--- src/rtl/pgwr_pkg.sv ---
package pgwr_pkg;

    typedef enum logic [2:0] {
        ST_IDLE,
        ST_FETCH,
        ST_SETUP,
        ST_STROBE,
        ST_HOLD,
        ST_PGAP,
        ST_PREAD
    } seq_st_e;

    function automatic int imax(input int a, input int b);
        return (a > b) ? a : b;
    endfunction

endpackage

--- src/rtl/pgwr_req_check.sv ---
module pgwr_req_check #(
    parameter int ADDR_W     = 9,
    parameter int PAGE_BYTES = 16
) (
    input  logic [ADDR_W-1:0]              addr,
    input  logic [$clog2(PAGE_BYTES):0]    len,
    output logic                           ok
);
    localparam int PG_W  = $clog2(PAGE_BYTES);
    localparam int LEN_W = PG_W + 1;

    logic [LEN_W:0] span;
    logic           unused_addr;

    assign unused_addr = ^addr[ADDR_W-1:PG_W];
    assign span = {2'b00, addr[PG_W-1:0]} + {1'b0, len};
    assign ok   = (len != '0)
               && ({1'b0, len} <= (LEN_W+1)'(PAGE_BYTES))
               && (span <= (LEN_W+1)'(PAGE_BYTES));

endmodule

--- src/rtl/pgwr_poll_timer.sv ---
module pgwr_poll_timer #(
    parameter int LIMIT = 1250000
) (
    input  logic clk,
    input  logic rst_n,
    input  logic start,
    input  logic run,
    output logic expired
);
    localparam int TW = $clog2(LIMIT + 1);

    logic [TW-1:0] cnt_d, cnt_q;

    assign expired = (cnt_q >= TW'(LIMIT));

    always_comb begin
        cnt_d = cnt_q;
        if (start)
            cnt_d = '0;
        else if (run && !expired)
            cnt_d = cnt_q + 1'b1;
    end

    always_ff @(posedge clk or negedge rst_n) begin
        if (!rst_n) cnt_q <= '0;
        else        cnt_q <= cnt_d;
    end

endmodule

--- src/rtl/pgwr_seq.sv ---
module pgwr_seq
    import pgwr_pkg::*;
#(
    parameter int ADDR_W       = 9,
    parameter int DATA_W       = 8,
    parameter int PAGE_BYTES   = 16,
    parameter int SETUP_CYC    = 13,
    parameter int WE_LOW_CYC   = 13,
    parameter int HOLD_CYC     = 2,
    parameter int GAP_CYC      = 2,
    parameter int ACC_CYC      = 26,
    parameter int LOAD_WIN_CYC = 2500,
    parameter int TMO_CYC      = 1250000
) (
    input  logic                          clk,
    input  logic                          rst_n,
    input  logic                          req_valid,
    output logic                          req_ready,
    input  logic [ADDR_W-1:0]             req_addr,
    input  logic [$clog2(PAGE_BYTES):0]   req_len,
    input  logic                          dat_valid,
    output logic                          dat_ready,
    input  logic [DATA_W-1:0]             dat_in,
    output logic                          mem_ce_n,
    output logic                          mem_oe_n,
    output logic                          mem_we_n,
    output logic [ADDR_W-1:0]             mem_addr,
    output logic [DATA_W-1:0]             mem_dout,
    output logic                          mem_dout_en,
    input  logic [DATA_W-1:0]             mem_din,
    output logic                          wr_done,
    output logic                          wr_timeout,
    output logic                          req_reject
);
    localparam int PG_W        = $clog2(PAGE_BYTES);
    localparam int LEN_W       = PG_W + 1;
    localparam int CMAX        = imax(imax(imax(SETUP_CYC, WE_LOW_CYC), imax(HOLD_CYC, GAP_CYC)),
                                      imax(ACC_CYC, LOAD_WIN_CYC));
    localparam int CNT_W       = $clog2(CMAX + 1);
    localparam int LOAD_PERIOD = SETUP_CYC + WE_LOW_CYC + HOLD_CYC + 1;
    localparam int GW          = $clog2(LOAD_WIN_CYC + 2);

    if (LOAD_PERIOD > LOAD_WIN_CYC) begin : g_period_too_long
        $error("per-byte load period exceeds the byte-load window");
    end

    typedef struct packed {
        seq_st_e             st;
        logic                ce_n;
        logic                oe_n;
        logic                we_n;
        logic                dout_en;
        logic [ADDR_W-1:0]   addr;
        logic [ADDR_W-1:0]   base;
        logic [DATA_W-1:0]   dout;
        logic [PG_W-1:0]     idx;
        logic [LEN_W-1:0]    len;
        logic [CNT_W-1:0]    cnt;
        logic                msb;
        logic                done;
        logic                tmo;
        logic                rej;
    } seq_s;

    localparam seq_s SEQ_RST = '{st: ST_IDLE, ce_n: 1'b1, oe_n: 1'b1, we_n: 1'b1, default: '0};

    seq_s d, q;
    logic req_ok, last_ld, tmr_start, tmr_run, tmr_exp;
    logic unused_din;

    assign unused_din = ^mem_din[DATA_W-2:0];

    pgwr_req_check #(.ADDR_W(ADDR_W), .PAGE_BYTES(PAGE_BYTES)) u_chk (
        .addr (req_addr),
        .len  (req_len),
        .ok   (req_ok)
    );

    pgwr_poll_timer #(.LIMIT(TMO_CYC)) u_tmr (
        .clk     (clk),
        .rst_n   (rst_n),
        .start   (tmr_start),
        .run     (tmr_run),
        .expired (tmr_exp)
    );

    assign last_ld = ({1'b0, q.idx} == (q.len - 1'b1));
    assign tmr_run = (q.st == ST_PGAP) || (q.st == ST_PREAD);

    always_comb begin
        d         = q;
        d.done    = 1'b0;
        d.tmo     = 1'b0;
        d.rej     = 1'b0;
        dat_ready = 1'b0;
        tmr_start = 1'b0;
        case (q.st)
            ST_IDLE: begin
                if (req_valid) begin
                    if (req_ok) begin
                        d.st   = ST_FETCH;
                        d.ce_n = 1'b0;
                        d.base = req_addr;
                        d.len  = req_len;
                        d.idx  = '0;
                    end else begin
                        d.rej  = 1'b1;
                    end
                end
            end
            ST_FETCH: begin
                dat_ready = 1'b1;
                if (dat_valid) begin
                    d.addr    = q.base + ADDR_W'(q.idx);
                    d.dout    = dat_in;
                    d.dout_en = 1'b1;
                    d.msb     = dat_in[DATA_W-1];
                    d.cnt     = CNT_W'(SETUP_CYC - 1);
                    d.st      = ST_SETUP;
                end
            end
            ST_SETUP: begin
                if (q.cnt == '0) begin
                    d.we_n = 1'b0;
                    d.cnt  = CNT_W'(WE_LOW_CYC - 1);
                    d.st   = ST_STROBE;
                end else begin
                    d.cnt  = q.cnt - 1'b1;
                end
            end
            ST_STROBE: begin
                if (q.cnt == '0) begin
                    d.we_n = 1'b1;
                    d.cnt  = CNT_W'(HOLD_CYC - 1);
                    d.st   = ST_HOLD;
                end else begin
                    d.cnt  = q.cnt - 1'b1;
                end
            end
            ST_HOLD: begin
                if (q.cnt != '0) begin
                    d.cnt = q.cnt - 1'b1;
                end else if (last_ld) begin
                    d.dout_en = 1'b0;
                    d.cnt     = CNT_W'(LOAD_WIN_CYC);
                    d.st      = ST_PGAP;
                    tmr_start = 1'b1;
                end else begin
                    d.idx = q.idx + 1'b1;
                    d.st  = ST_FETCH;
                end
            end
            ST_PGAP: begin
                if (q.cnt == '0) begin
                    d.oe_n = 1'b0;
                    d.cnt  = CNT_W'(ACC_CYC - 1);
                    d.st   = ST_PREAD;
                end else begin
                    d.cnt  = q.cnt - 1'b1;
                end
            end
            ST_PREAD: begin
                if (q.cnt != '0) begin
                    d.cnt = q.cnt - 1'b1;
                end else begin
                    d.oe_n = 1'b1;
                    if (mem_din[DATA_W-1] == q.msb) begin
                        d.done = 1'b1;
                        d.ce_n = 1'b1;
                        d.st   = ST_IDLE;
                    end else if (tmr_exp) begin
                        d.tmo  = 1'b1;
                        d.ce_n = 1'b1;
                        d.st   = ST_IDLE;
                    end else begin
                        d.cnt  = CNT_W'(GAP_CYC - 1);
                        d.st   = ST_PGAP;
                    end
                end
            end
            default: d = SEQ_RST;
        endcase
    end

    always_ff @(posedge clk or negedge rst_n) begin
        if (!rst_n) q <= SEQ_RST;
        else        q <= d;
    end

    assign req_ready   = (q.st == ST_IDLE);
    assign mem_ce_n    = q.ce_n;
    assign mem_oe_n    = q.oe_n;
    assign mem_we_n    = q.we_n;
    assign mem_addr    = q.addr;
    assign mem_dout    = q.dout;
    assign mem_dout_en = q.dout_en;
    assign wr_done     = q.done;
    assign wr_timeout  = q.tmo;
    assign req_reject  = q.rej;

    // Observation state for the properties below
    logic [CNT_W:0] wl_cnt_q;
    logic [GW-1:0]  gap_q;
    logic           we_prev_q, armed_q, fall_now;

    assign fall_now = we_prev_q && !q.we_n;

    always_ff @(posedge clk or negedge rst_n) begin
        if (!rst_n) begin
            wl_cnt_q  <= '0;
            gap_q     <= '0;
            we_prev_q <= 1'b1;
            armed_q   <= 1'b0;
        end else begin
            we_prev_q <= q.we_n;
            if (!q.we_n && wl_cnt_q != '1) wl_cnt_q <= wl_cnt_q + 1'b1;
            else if (q.we_n)              wl_cnt_q <= '0;
            if (fall_now)                 gap_q <= GW'(1);
            else if (gap_q != '1)         gap_q <= gap_q + 1'b1;
            if (fall_now)                 armed_q <= 1'b1;
            else if (q.st == ST_PGAP)     armed_q <= 1'b0;
        end
    end

    assert_we_ctrl_R3: assert property (@(posedge clk) disable iff (!rst_n)
        !mem_we_n |-> (!mem_ce_n && mem_oe_n));
    assert_we_width_R3: assert property (@(posedge clk) disable iff (!rst_n)
        $rose(mem_we_n) |-> (wl_cnt_q == (CNT_W+1)'(WE_LOW_CYC)));
    assert_bus_stable_R3: assert property (@(posedge clk) disable iff (!rst_n)
        (!mem_we_n || $rose(mem_we_n)) |-> ($stable(mem_addr) && $stable(mem_dout)));
    assert_same_page_R4: assert property (@(posedge clk) disable iff (!rst_n)
        !mem_we_n |-> (mem_addr[ADDR_W-1:PG_W] == q.base[ADDR_W-1:PG_W]));
    assert_load_window_R5: assert property (@(posedge clk) disable iff (!rst_n)
        (fall_now && armed_q) |-> (gap_q <= GW'(LOAD_WIN_CYC)));
    assert_no_contention_R6: assert property (@(posedge clk) disable iff (!rst_n)
        mem_dout_en |-> mem_oe_n);
    assert_poll_read_R7: assert property (@(posedge clk) disable iff (!rst_n)
        !mem_oe_n |-> (!mem_ce_n && mem_we_n && !mem_dout_en));
    assert_one_outcome_R8: assert property (@(posedge clk) disable iff (!rst_n)
        $onehot0({wr_done, wr_timeout, req_reject}));
    assert_reject_quiet_R2: assert property (@(posedge clk) disable iff (!rst_n)
        req_reject |-> (mem_ce_n && mem_we_n && req_ready));

endmodule

--- config.mk ---
export PLATFORM = sky130hd
export DESIGN_NAME = pgwr_seq
export DESIGN_NICKNAME = d
export VERILOG_FILES = /design/src/rtl/pgwr_pkg.sv /design/src/rtl/pgwr_req_check.sv /design/src/rtl/pgwr_poll_timer.sv /design/src/rtl/pgwr_seq.sv
export SDC_FILE = /design/constraint.sdc
export NUM_CORES = 1
export LEC_CHECK = 0
export ABC_AREA = 1
export BUFFER_PORTS_ARGS = -buffer_cell sky130_fd_sc_hd__buf_2
export CORE_ASPECT_RATIO = 1.4
export CORE_MARGIN = 2
export CORE_UTILIZATION = 59
export CTS_CLUSTER_DIAMETER = 150
export DETAILED_ROUTE_END_ITERATION = 10
export GPL_TIMING_DRIVEN = 0
export PLACE_DENSITY = 0.81
export SYNTH_ARGS = -nofsm -noshare
export SYNTH_HDL_FRONTEND = slang
export SYNTH_SLANG_ARGS = --single-unit
--- constraint.sdc ---
create_clock -name clk -period 5.1 [get_ports clk]
set_input_delay 0.255 -clock clk [delete_from_list [all_inputs] [get_ports clk]]
set_output_delay 0.255 -clock clk [all_outputs]
set_load 0.02 [all_outputs]
==> metrics.txt, run 1 <==
ratio of cells with drive above 1 in the final layout between 10% and 20%; fillers roughly 800; Internal ~1.8 mW; critical path fanouts, max 7; RR Endpoint u_tmr.cnt_q[8]$_DFFE_PN0P_; antenna violations before repair 0; Cells after Synth between 700 and 800; ANT cells 0; Comb power frac 51.6%; die area roughly 9800 µm²; Routed WL 13.12 mm; hold path cells 3; share of power burned in registers between 20% and 30%; CTS tree yes; Worst EP arrival between 2 and 2.5 ns; CORE AREA 8926 µm²; Root Buffer Master clkbuf_16; Routed Antenna Nets 0; WS Path Type input pin to flip-flop; Synth cell types between 40 and 50; Avg Synthesized Cell Area between 7 and 8 µm²; Tcrit/Tclk final between 40% and 50%; Synth Flop Type dfrtp_1; Setup violations, final 0; ys async rst share 100.0%; Layout area overhead 13.73%; clock buffer depth 2; critical path data required time about 5.3 ns; Fin Hold WS 0.1103 ns; drt drc 0; Endpoint, Worst Hold mem_dout[3]$_DFFE_PN0P_; Clk pin slew, worst setup/hold paths ~0.060 ns; Leak approximately 3.2 nW; largest net degree at the start of global routing 51; Worst setup SP type input pin; via/cell ratio about 5.6; max-cap violation count 0; H-Tree Depth 3; nets between 800 and 900; HP Class input pin to flip-flop; DR vias 5,163; flop2flop setup slack between 2 and 3 ns; R2R Path Start q[16]$_DFFE_PN0P_; post-synthesis net count 803; sequential cell area just under 2000 µm²; die height 116.6 µm; power per standard cell area 555.2 nW/µm²; Power Total between 3 and 4 mW; Worst Tran Pin Value between 0.5 and 0.6 ns; Final TNS setup 0 ns; First-pass DRT Iterations 6; wire length of the first global-routing pass approximately 22 mm; PortBufs 52; Post-Syn Area ~5300 µm²; # Post-CTS Setup Buffers 0; YS warnings 0; fin worst setup slack 2.850 ns; detailed router's first-iteration violation count between 400 and 500; Sw Share ~46%; final setup skew approximately 0.0053 ns; area of the multi-input gates roughly 2900 µm²; sequential fraction of the synthesis area a little over a third; Final Max Tran Viols 0; CTS Buf Count 9; gr ovfl total 0; initial core utilization approximately three fifths; hold_sp dat_in[3]; Final Hold Fails 0; clock share of power 19.4%; CP Capture Type flip-flop; number of global-route vias before repair 4,896; result of the run finished clean; clk sink count between 70 and 80; # IOs 60; setup repair after global routing missed its margin false; Routed wire per std cell approximately 14 µm; number of cell rows 41; Rel. slew slack 60.18%; routability cong. slightly above 0.9; Tmin final around 2.3 ns; Post-DP HPWL between 10 and 15 mm; Peak Freq roughly 0.44 GHz; worst vdd ir a little over 0.4 mV; Psw about 1.6 mW; worst skew pair latency between 0.3 and 0.4 ns; Synth Register Bits 78; total track usage approximately 28%; pre-CTS setup slack approximately 2.5 ns; FF-to-FF path depth 14; Die W 84.40 µm; Post-synth EDFFs 0
-- worst max-delay path, cell delays in order --
cell and delay (ns):
buf_2 0.12, ha_1 0.22, fa_1 0.44, or2_2 0.30, nor2_1 0.11, nand3_1 0.09
nand2_1 0.06, nand2_1 0.06, o21bai_1 0.44, nand2_1 0.21, nand2_1 0.12, nand2_1 0.05
-- layout make-up --
type                            instances  share of cell area (%)
Inverter                               69                   4.348
Clock buffer                           10                   3.771
Buffer                                 32                   3.874
Clock inverter                          6                   1.154
Sequential cell                        78                   32.21
Timing Repair Buffer                   54                   4.945
Multi-Input combinational cell        573                   47.50
Tap cell                              107                   2.205
-- through the flow --
stage	util (%)	instance area (µm²)	std cells
floorplan	-	5339	752
global placement	64.23	5733	911
detailed placement	64.56	5763	912
CTS	68.03	6072	929
global route	68.03	6072	929
finish	68.03	6072	929
-- flip-flops by register name (all words and copies together), names as in the netlist --
| register | count |
|---|---|
| q | 33 |
| u_tmr.cnt_q | 21 |
| mem_addr | 9 |
| mem_dout | 8 |
| mem_ce_n | 1 |
| mem_dout_en | 1 |
| mem_oe_n | 1 |
| mem_we_n | 1 |
| req_reject | 1 |
| wr_done | 1 |
| wr_timeout | 1 |
-- power by group through the flow --
stage | sequential (mW) | clock [mW] | combinational, mW
floorplan | 0.964 | 0 | 1.31
CTS | 0.976 | 0.661 | 1.74
global placement | 0.976 | 0 | 1.67
finish | 0.977 | 0.653 | 1.74
global route | 1.00 | 0.686 | 1.97
detailed placement | 0.986 | 0 | 1.72
-- repair_timing --
item	4_1_cts	5_1_grt
gates resized for setup	0	0
endpoints found under the setup margin	0	0
hold endpoints to repair	25	0
hold buffers	1	0
-- placed cells by master, fill, tap and decap left out, drive strengths merged, types with 6 or more instances in the layout --
cell / instances
nand2: 253
nor2: 84
buf: 82
dfrtp: 75
inv: 70
nand3: 65
o21ai: 62
nand4: 21
xor2: 15
ha: 14
a21oi: 13
clkbuf: 13
nor3: 12
nand3b: 6
-- cell families after synthesis --
kind of cell / synth area share (%)
DFF: 36.63
AOI/OAI and AO/OA: 9.351
adders and majority gates: 4.406
buffers and inverters: 9.351
xor gates and xnor gates: 3.117
and+or+nand+nor: 37.15
-- layer usage --
layer / global-route usage (%) / wire (µm) / vias up
met2: 51.69 / 6880 / 144
met1: 32.76 / 5314 / 2416
li1: - / - / 2564
met5: 0 / 0 / -
met4: 13.76 / 448 / 0
met3: 4.240 / 477 / 39
-- Yosys cell counts, drive strengths merged, types with 2 or more instances --
cell type    n  share of area (%)
buf         29                4.2
fa           3                1.1
nand4       21                2.5
a21boi       4               0.56
nand2      253                 18
dfstp        3                1.5
nand3b       6               0.84
xor2        15                2.5
clkbuf       3               0.21
o21ai       62                5.9
o2111ai      2               0.33
o211ai       3               0.42
nor2        84                6.9
or2          4               0.52
nor3        12                1.1
xnor2        4               0.66
o21bai       2               0.28
dfrtp       75                 35
a21oi       13                1.3
nand3       65                6.7
ha          14                3.3
inv         68                4.8
-- how the worst max path moves through the flow --
stage                      startpoint                end  slack (ns)  cells past startpoint
final                     req_addr[0]  q[22]$_DFFE_PN0P_        2.85                     12
after global routing      req_addr[0]  q[22]$_DFFE_PN0P_        2.63                     12
after CTS                 req_addr[0]  q[22]$_DFFE_PN0P_        2.85                     12
after detailed placement  req_addr[0]  q[22]$_DFFE_PN0P_        2.50                     12
after global placement    req_addr[0]  q[22]$_DFFE_PN0P_        2.63                     12
after floorplan           req_addr[0]  q[22]$_DFFE_PN0P_        2.98                     11
Note: power is estimated with default switching activity, not from simulation.
==> run 2, diff against run 1 <==
==> constraint.sdc (replaced) <==
create_clock -name clk -period 2.08 [get_ports clk]
set_input_delay 0.104 -clock clk [delete_from_list [all_inputs] [get_ports clk]]
set_output_delay 0.104 -clock clk [all_outputs]
set_load 0.02 [all_outputs]
==> run 2 against run 1 <==
Effect of this change:
- count of clock-buffer cells in the layout did not move
- setup slack got worse by 2.8 ns
- global-route usage grew 0.45 points
- clock skew grew 0.0015 ns
- routed wire length grew 3.6%
- power rose to 2.5 times the previous value
- register-to-register slack lost 2.8 ns
- non-clock buffer count is 17 higher
- cell count up 1.8%
- first-iteration DRC count is 13% lower
- critical path type is now flip-flop to flip-flop
- largest cell class unchanged
- highest routed layer unchanged
==> metrics.txt, run 2 (same netlist as run 1, synthesis figures left out) <==
result of the run finished clean; routability cong. 0.9289 (unchanged); HP Class input pin to flip-flop; Worst EP arrival 2.21 ns (-0.27 ns); most frequent cells in the layout 239 x nand2_1, 73 x dfrtp_1, 72 x nor2_1; Worst Tran Pin Value 0.5998 ns (+0.004806 ns); Routed wire per std cell 14.36 µm (+1.7%); via/cell ratio 5.518 (-0.71%); WS Path Type flip-flop to flip-flop; CORE AREA 8926 µm² (unchanged); initial core utilization 59.81% (unchanged); antenna violations before repair 0 (unchanged); die area 9837 µm² (unchanged); CP Capture Type flip-flop; die height 116.6 µm (unchanged); drt drc 0 (unchanged); Final Hold Fails 0 (unchanged); setup repair after global routing missed its margin true; commonest non-fill, non-tap cell in the layout nand2_1; Root Buffer Master clkbuf_16; Tmin final just under 2 ns; Final Max Tran Viols 0 (unchanged); ratio of cells with drive above 1 in the final layout 20.26% (+3.4 points); Routed Antenna Nets 0 (unchanged); metal3 WL 557 µm (+17%); flop2flop setup slack 0.09 ns (-2.85 ns); clk sink count 78 (unchanged); clock buffer depth 2 (unchanged); Layout area overhead 18.21%; Setup violations, final 0 (unchanged); Clk pin slew, worst setup/hold paths 0.06 ns (about the same); worst vdd ir 1.085 mV (+170%); power per standard cell area 1356 nW/µm² (+140%); worst skew pair latency 0.34 ns (about the same); max reg flops 33 (unchanged); CTS tree yes; Layout Utilization 70.70% (+2.7 points); DR vias 5,220 (+1.1%); Die W 84.40 µm (unchanged); number of cell rows 41 (unchanged); Final TNS setup 0 ns (unchanged); Fin Hold WS 0.01614 ns (-0.09421 ns); nets 885 (+2.0%); Routed WL 13.59 mm (+3.6%); # IOs 60 (unchanged); Worst setup SP type flip-flop; pre-CTS setup slack -0.3711 ns (-2.869 ns); First-pass DRT Iterations 5 (-1); critical path fanouts, max 5 (-2); met2 routed WL 7.154 mm (+4.0%); critical path data required time 2.31 ns (-3.02 ns); ANT cells 0 (unchanged); largest net degree at the start of global routing 51 (unchanged); area of the multi-input gates 2948 µm² (+2.2%); Post-DP HPWL 10.17 mm (unchanged); CTS Buf Count 9 (unchanged); max-cap violation count 0 (unchanged); wire length of the first global-routing pass 22.66 mm (+1.5%); Rel. slew slack 59.86% (-0.32 points); number of global-route vias before repair 4,968 (+1.5%); detailed router's first-iteration violation count 357 (-13%); top sig layer met4; Peak Freq about 0.50 GHz; fin worst setup slack 0.09455 ns (-2.755 ns); Leak 3.289 nW (+3.1%); fillers 749 (-5.8%); H-Tree Depth 3 (unchanged); final setup skew 0.006739 ns (+0.001467 ns); total track usage 28.85% (+0.45 points); Tcrit/Tclk final between 90% and 100%; sequential cell area 1958 µm² (+0.13%); PortBufs 52 (unchanged); register bank with the most flops q; gr ovfl total 0 (unchanged); M1 WL 5.423 mm (+2.1%)
run 2: changes by cell type in the layout (fill, tap and decap cells not counted), sizes merged:
cell / delta
buf: +10
dlygate4sd3: +7
run 2: path summary, 6_finish.rpt:
| path | startpoint | end | depth (start not counted) |
|---|---|---|---|
| worst max-delay path | q[16]$_DFFE_PN0P_ | u_tmr.cnt_q[1]$_DFFE_PN0P_ | 13 |
| worst min-delay path | dat_in[7] | mem_dout[7]$_DFFE_PN0P_ | 3 |
| worst max register to register | q[16]$_DFFE_PN0P_ | u_tmr.cnt_q[1]$_DFFE_PN0P_ | 13 |
| worst min register to register | mem_ce_n$_DFFE_PN1P_ | mem_ce_n$_DFFE_PN1P_ | 2 |
| max in group asynchronous | rst_n | q[21]$_DFFE_PN0P_ | 3 |
| min in group asynchronous | rst_n | q[13]$_DFFE_PN0P_ | 2 |
run 2: through the flow:
step / cell area, µm² / power, mW / cells
after floorplan: 5339 / 5.569 / 752
after global placement: 5733 / 6.497 / 911
after detailed placement: 5763 / 6.645 / 912
after CTS: 6186 / 8.335 / 940
after global routing: 6311 / 9.245 / 946
final: 6311 / 8.557 / 946
run 2: report_power, final:
part / internal (mW) / leakage (nW) / switching [mW]
registers: 2.00 / 1.04 / 0.401
logic: 1.67 / 2.10 / 2.88
clock network: 0.940 / 0.147 / 0.658
run 2: worst max-delay path, stage by stage, from the launching register on:
cell,delay (ns)
dfrtp_1,0.40
inv_2,0.10
ha_4,0.20
nand2_1,0.06
inv_1,0.05
nor2_2,0.06
nand2_1,0.07
nor2_2,0.15
nand3_2,0.15
nor2_2,0.16
nand2_2,0.12
nand2_4,0.16
buf_4,0.14
o21ai_1,0.06
run 2: what timing repair did:
item,4_1_cts,5_1_grt
hold buffers,8,0
cloned,0,0
setup buffers,4,6
setup endpoints to repair,13,57
pin swaps,1,7
gates resized for setup,4,31
endpoints found under the hold margin,32,0
run 2: layer usage:
| layer | global-route usage [%] | vias to the layer above |
|---|---|---|
| met5 | 0 | - |
| met4 | 14.18 | 0 |
| met3 | 4.170 | 36 |
| met2 | 52.54 | 156 |
| met1 | 33.26 | 2434 |
| li1 | - | 2594 |
run 2: cell type report:
cell class / instances / share of cell area, %
clock buffer: 10 / 3.628
buffer: 32 / 3.846
clock inverter: 6 / 1.110
sequential: 78 / 31.03
tap: 107 / 2.121
timing repair buffer: 71 / 7.296
inverter: 69 / 4.262
multi-input combinational: 573 / 46.71
==> run 3, diff against run 2 <==
--- a/config.mk
+++ b/config.mk
@@ -9,11 +9,11 @@
 export BUFFER_PORTS_ARGS = -buffer_cell sky130_fd_sc_hd__buf_2
 export CORE_ASPECT_RATIO = 1.4
 export CORE_MARGIN = 2
-export CORE_UTILIZATION = 59
+export CORE_UTILIZATION = 60
 export CTS_CLUSTER_DIAMETER = 150
 export DETAILED_ROUTE_END_ITERATION = 10
 export GPL_TIMING_DRIVEN = 0
-export PLACE_DENSITY = 0.81
+export PLACE_DENSITY = 0.82
 export SYNTH_ARGS = -nofsm -noshare
 export SYNTH_HDL_FRONTEND = slang
 export SYNTH_SLANG_ARGS = --single-unit
==> run 3 against run 2 <==
Effect of this change:
- setup slack better by 0.033 ns
- hold slack gained 0.0073 ns
- utilization up 2.3 points
==> metrics.txt, run 3 (same netlist as run 1, synthesis figures left out) <==
clk sink count 78 (unchanged); antenna violations before repair 0 (unchanged); Buf/Inv on CP 3 (unchanged); detailed router's first-iteration violation count 315 (-12%); setup repair after global routing missed its margin true; number of global-route vias before repair 4,985 (+0.34%); ratio of cells with drive above 1 in the final layout 19.74% (-0.52 points); Worst EP arrival 2.18 ns (-0.03 ns); Routed wire per std cell 14.53 µm (+1.1%); Tmin final 1.953 ns (-0.03258 ns); commonest non-fill, non-tap cell in the layout nand2_1; Final Max Tran Viols 0 (unchanged); final cell count without fillers 946 (unchanged); worst skew pair latency 0.34 ns (about the same); total track usage 29.08% (+0.23 points); crit-path cells inv_2, nand2_1, nor2_4, inv_2, buf_2, nor2_1, nand2_1, o21ai_0, a21oi_2; Clk pin slew, worst setup/hold paths 0.07 ns (about the same); CORE AREA 8608 µm² (-3.6%); worst stage delay on the critical path 0.51 ns (+0.11 ns); DR vias 5,224 (+0.077%); via/cell ratio 5.522 (about the same); WS Path Type flip-flop to flip-flop; initial core utilization 62.02% (+2.2 points); wire length of the first global-routing pass 22.58 mm (-0.37%); First-pass DRT Iterations 9 (+4); max-cap violation count 0 (unchanged); Worst setup SP type flip-flop; Rel. slew slack 65.23% (+5.4 points); CTS Buf Count 9 (unchanged); DP Cell Count 910 (-0.22%); largest net degree at the start of global routing 52 (+2.0%); cell family with most CP delay simple AND/OR/NAND/NOR gates; register bank with the most flops q; Die W 83.73 µm (-0.79%); critical path data required time 2.31 ns (about the same); clock buffer depth 2 (unchanged); Cell Area, Placed 5761 µm² (about the same); clock share of power 18.9% (+0.2 points); PortBufs 52 (unchanged); result of the run finished clean; CTS tree yes; drt drc 0 (unchanged); ANT cells 0 (unchanged); most frequent cells in the layout 242 x nand2_1, 73 x dfrtp_1, 72 x nor2_1; Tcrit/Tclk final 93.89% (-1.6 points); Routed Antenna Nets 0 (unchanged); Leak 3.281 nW (-0.25%); die height 115.6 µm (-0.81%); # IOs 60 (unchanged); Routed WL 13.74 mm (+1.1%); fin area 6282 µm² (-0.46%); HP Class input pin to flip-flop; Root Buffer Master clkbuf_16; Internal 4.589 mW (-0.65%); nets 887 (+0.23%); critical path fanouts, max 10 (+5); share of power burned in registers 28.6% (+0.5 points); power per standard cell area 1345 nW/µm² (-0.79%); worst vdd ir 0.8946 mV (-18%); Comb power frac 52.4% (-0.8 points); final setup skew 0.009489 ns (+0.002751 ns); die area 9679 µm² (-1.6%); Psw 3.861 mW (-1.9%); number of cell rows 40 (-2.4%); routability cong. 0.9289 (unchanged); Slowest cell on crit path dfrtp_1; Worst Tran Pin Value 0.5196 ns (-0.08026 ns); Setup violations, final 0 (unchanged); max reg flops 33 (unchanged); CP Capture Type flip-flop; Post-DP HPWL 9.993 mm (-1.8%); Final Hold Fails 0 (unchanged); Peak Freq 0.5121 GHz (+1.7%); gr ovfl total 0 (unchanged); Layout area overhead 17.67%; Sw Share 45.69% (-0.32 points); H-Tree Depth 3 (unchanged)
-- run 3: changes by cell type in the layout (fill, tap and decap cells not counted), moves of 2 or more --
cell and change:
nand2_2 -3, inv_1 +2, clkinvlp_4 +2, o21ai_1 -2, buf_6 -5, buf_4 +7, nand2_1 +3, inv_6 -3
o21ai_0 +2
-- run 3: metal layers --
metal	vias to the layer above	routed length, µm	track usage, %
met4	0	328	11.94
met2	159	7259	53.76
met5	-	0	0
li1	2591	-	-
met3	29	569	4.131
met1	2445	5585	33.90
-- run 3: tightest hold or removal path, delay by kind of cell --
family,cells,cell delay [ns]
buf+inv,1,0.10
simple gates,2,0.12
-- run 3: area by class of cell --
type	count	area [µm²]
buffer	32	239.0
multi-input combinational	573	2928
sequential	78	1958
clock buffer	11	242.7
fill	701	2326
timing repair buffer	73	460.4
inverter	69	264.0
tap	105	131.4
clock inverter	5	58.81
-- run 3: worst paths after layout --
kind	to	start	cells past startpoint	slack, ns
worst max-delay path	u_tmr.cnt_q[2]$_DFFE_PN0P_	q[56]$_DFFE_PN0P_	9	0.13
worst min-delay path	mem_dout[7]$_DFFE_PN0P_	dat_in[7]	3	0.02
worst max register to register	u_tmr.cnt_q[2]$_DFFE_PN0P_	q[56]$_DFFE_PN0P_	9	0.13
worst min register to register	mem_ce_n$_DFFE_PN1P_	mem_ce_n$_DFFE_PN1P_	2	0.46
max in group asynchronous	u_tmr.cnt_q[0]$_DFFE_PN0P_	rst_n	3	1.23
min in group asynchronous	q[11]$_DFFE_PN0P_	rst_n	2	0.23
-- run 3: power by group through the flow --
stage | Sequential (mW) | Clock, mW | Combinational (mW)
after global routing | 2.48 | 1.68 | 4.98
after detailed placement | 2.43 | 0 | 4.20
after CTS | 2.41 | 1.61 | 4.26
after global placement | 2.40 | 0 | 4.08
after floorplan | 2.36 | 0 | 3.21
final | 2.42 | 1.60 | 4.43
-- run 3: timing repair --
action,CTS,global route
buffers inserted,4,8
endpoints found under the hold margin,31,0
pin swaps,1,2
resized for setup,2,17
setup endpoints to repair,14,43
hold buffers,8,0
-- run 3: metrics by stage --
step / total power, mW / setup slack (ns) / hold WS [ns] / utilization, % / TNS [ns]
2_1_floorplan: 5.569 / 0.1110 / -0.1916 / - / 0
3_3_place_gp: 6.483 / -0.2315 / 0.3075 / 66.57 / -2.440
3_5_place_dp: 6.631 / -0.3160 / 0.05460 / 66.92 / -3.897
4_1_cts: 8.274 / 0.02005 / 0.01425 / 71.74 / 0
5_1_grt: 9.134 / -0.01913 / 0.03833 / 72.98 / -0.06215
6_report: 8.451 / 0.1271 / 0.02340 / 72.98 / 0
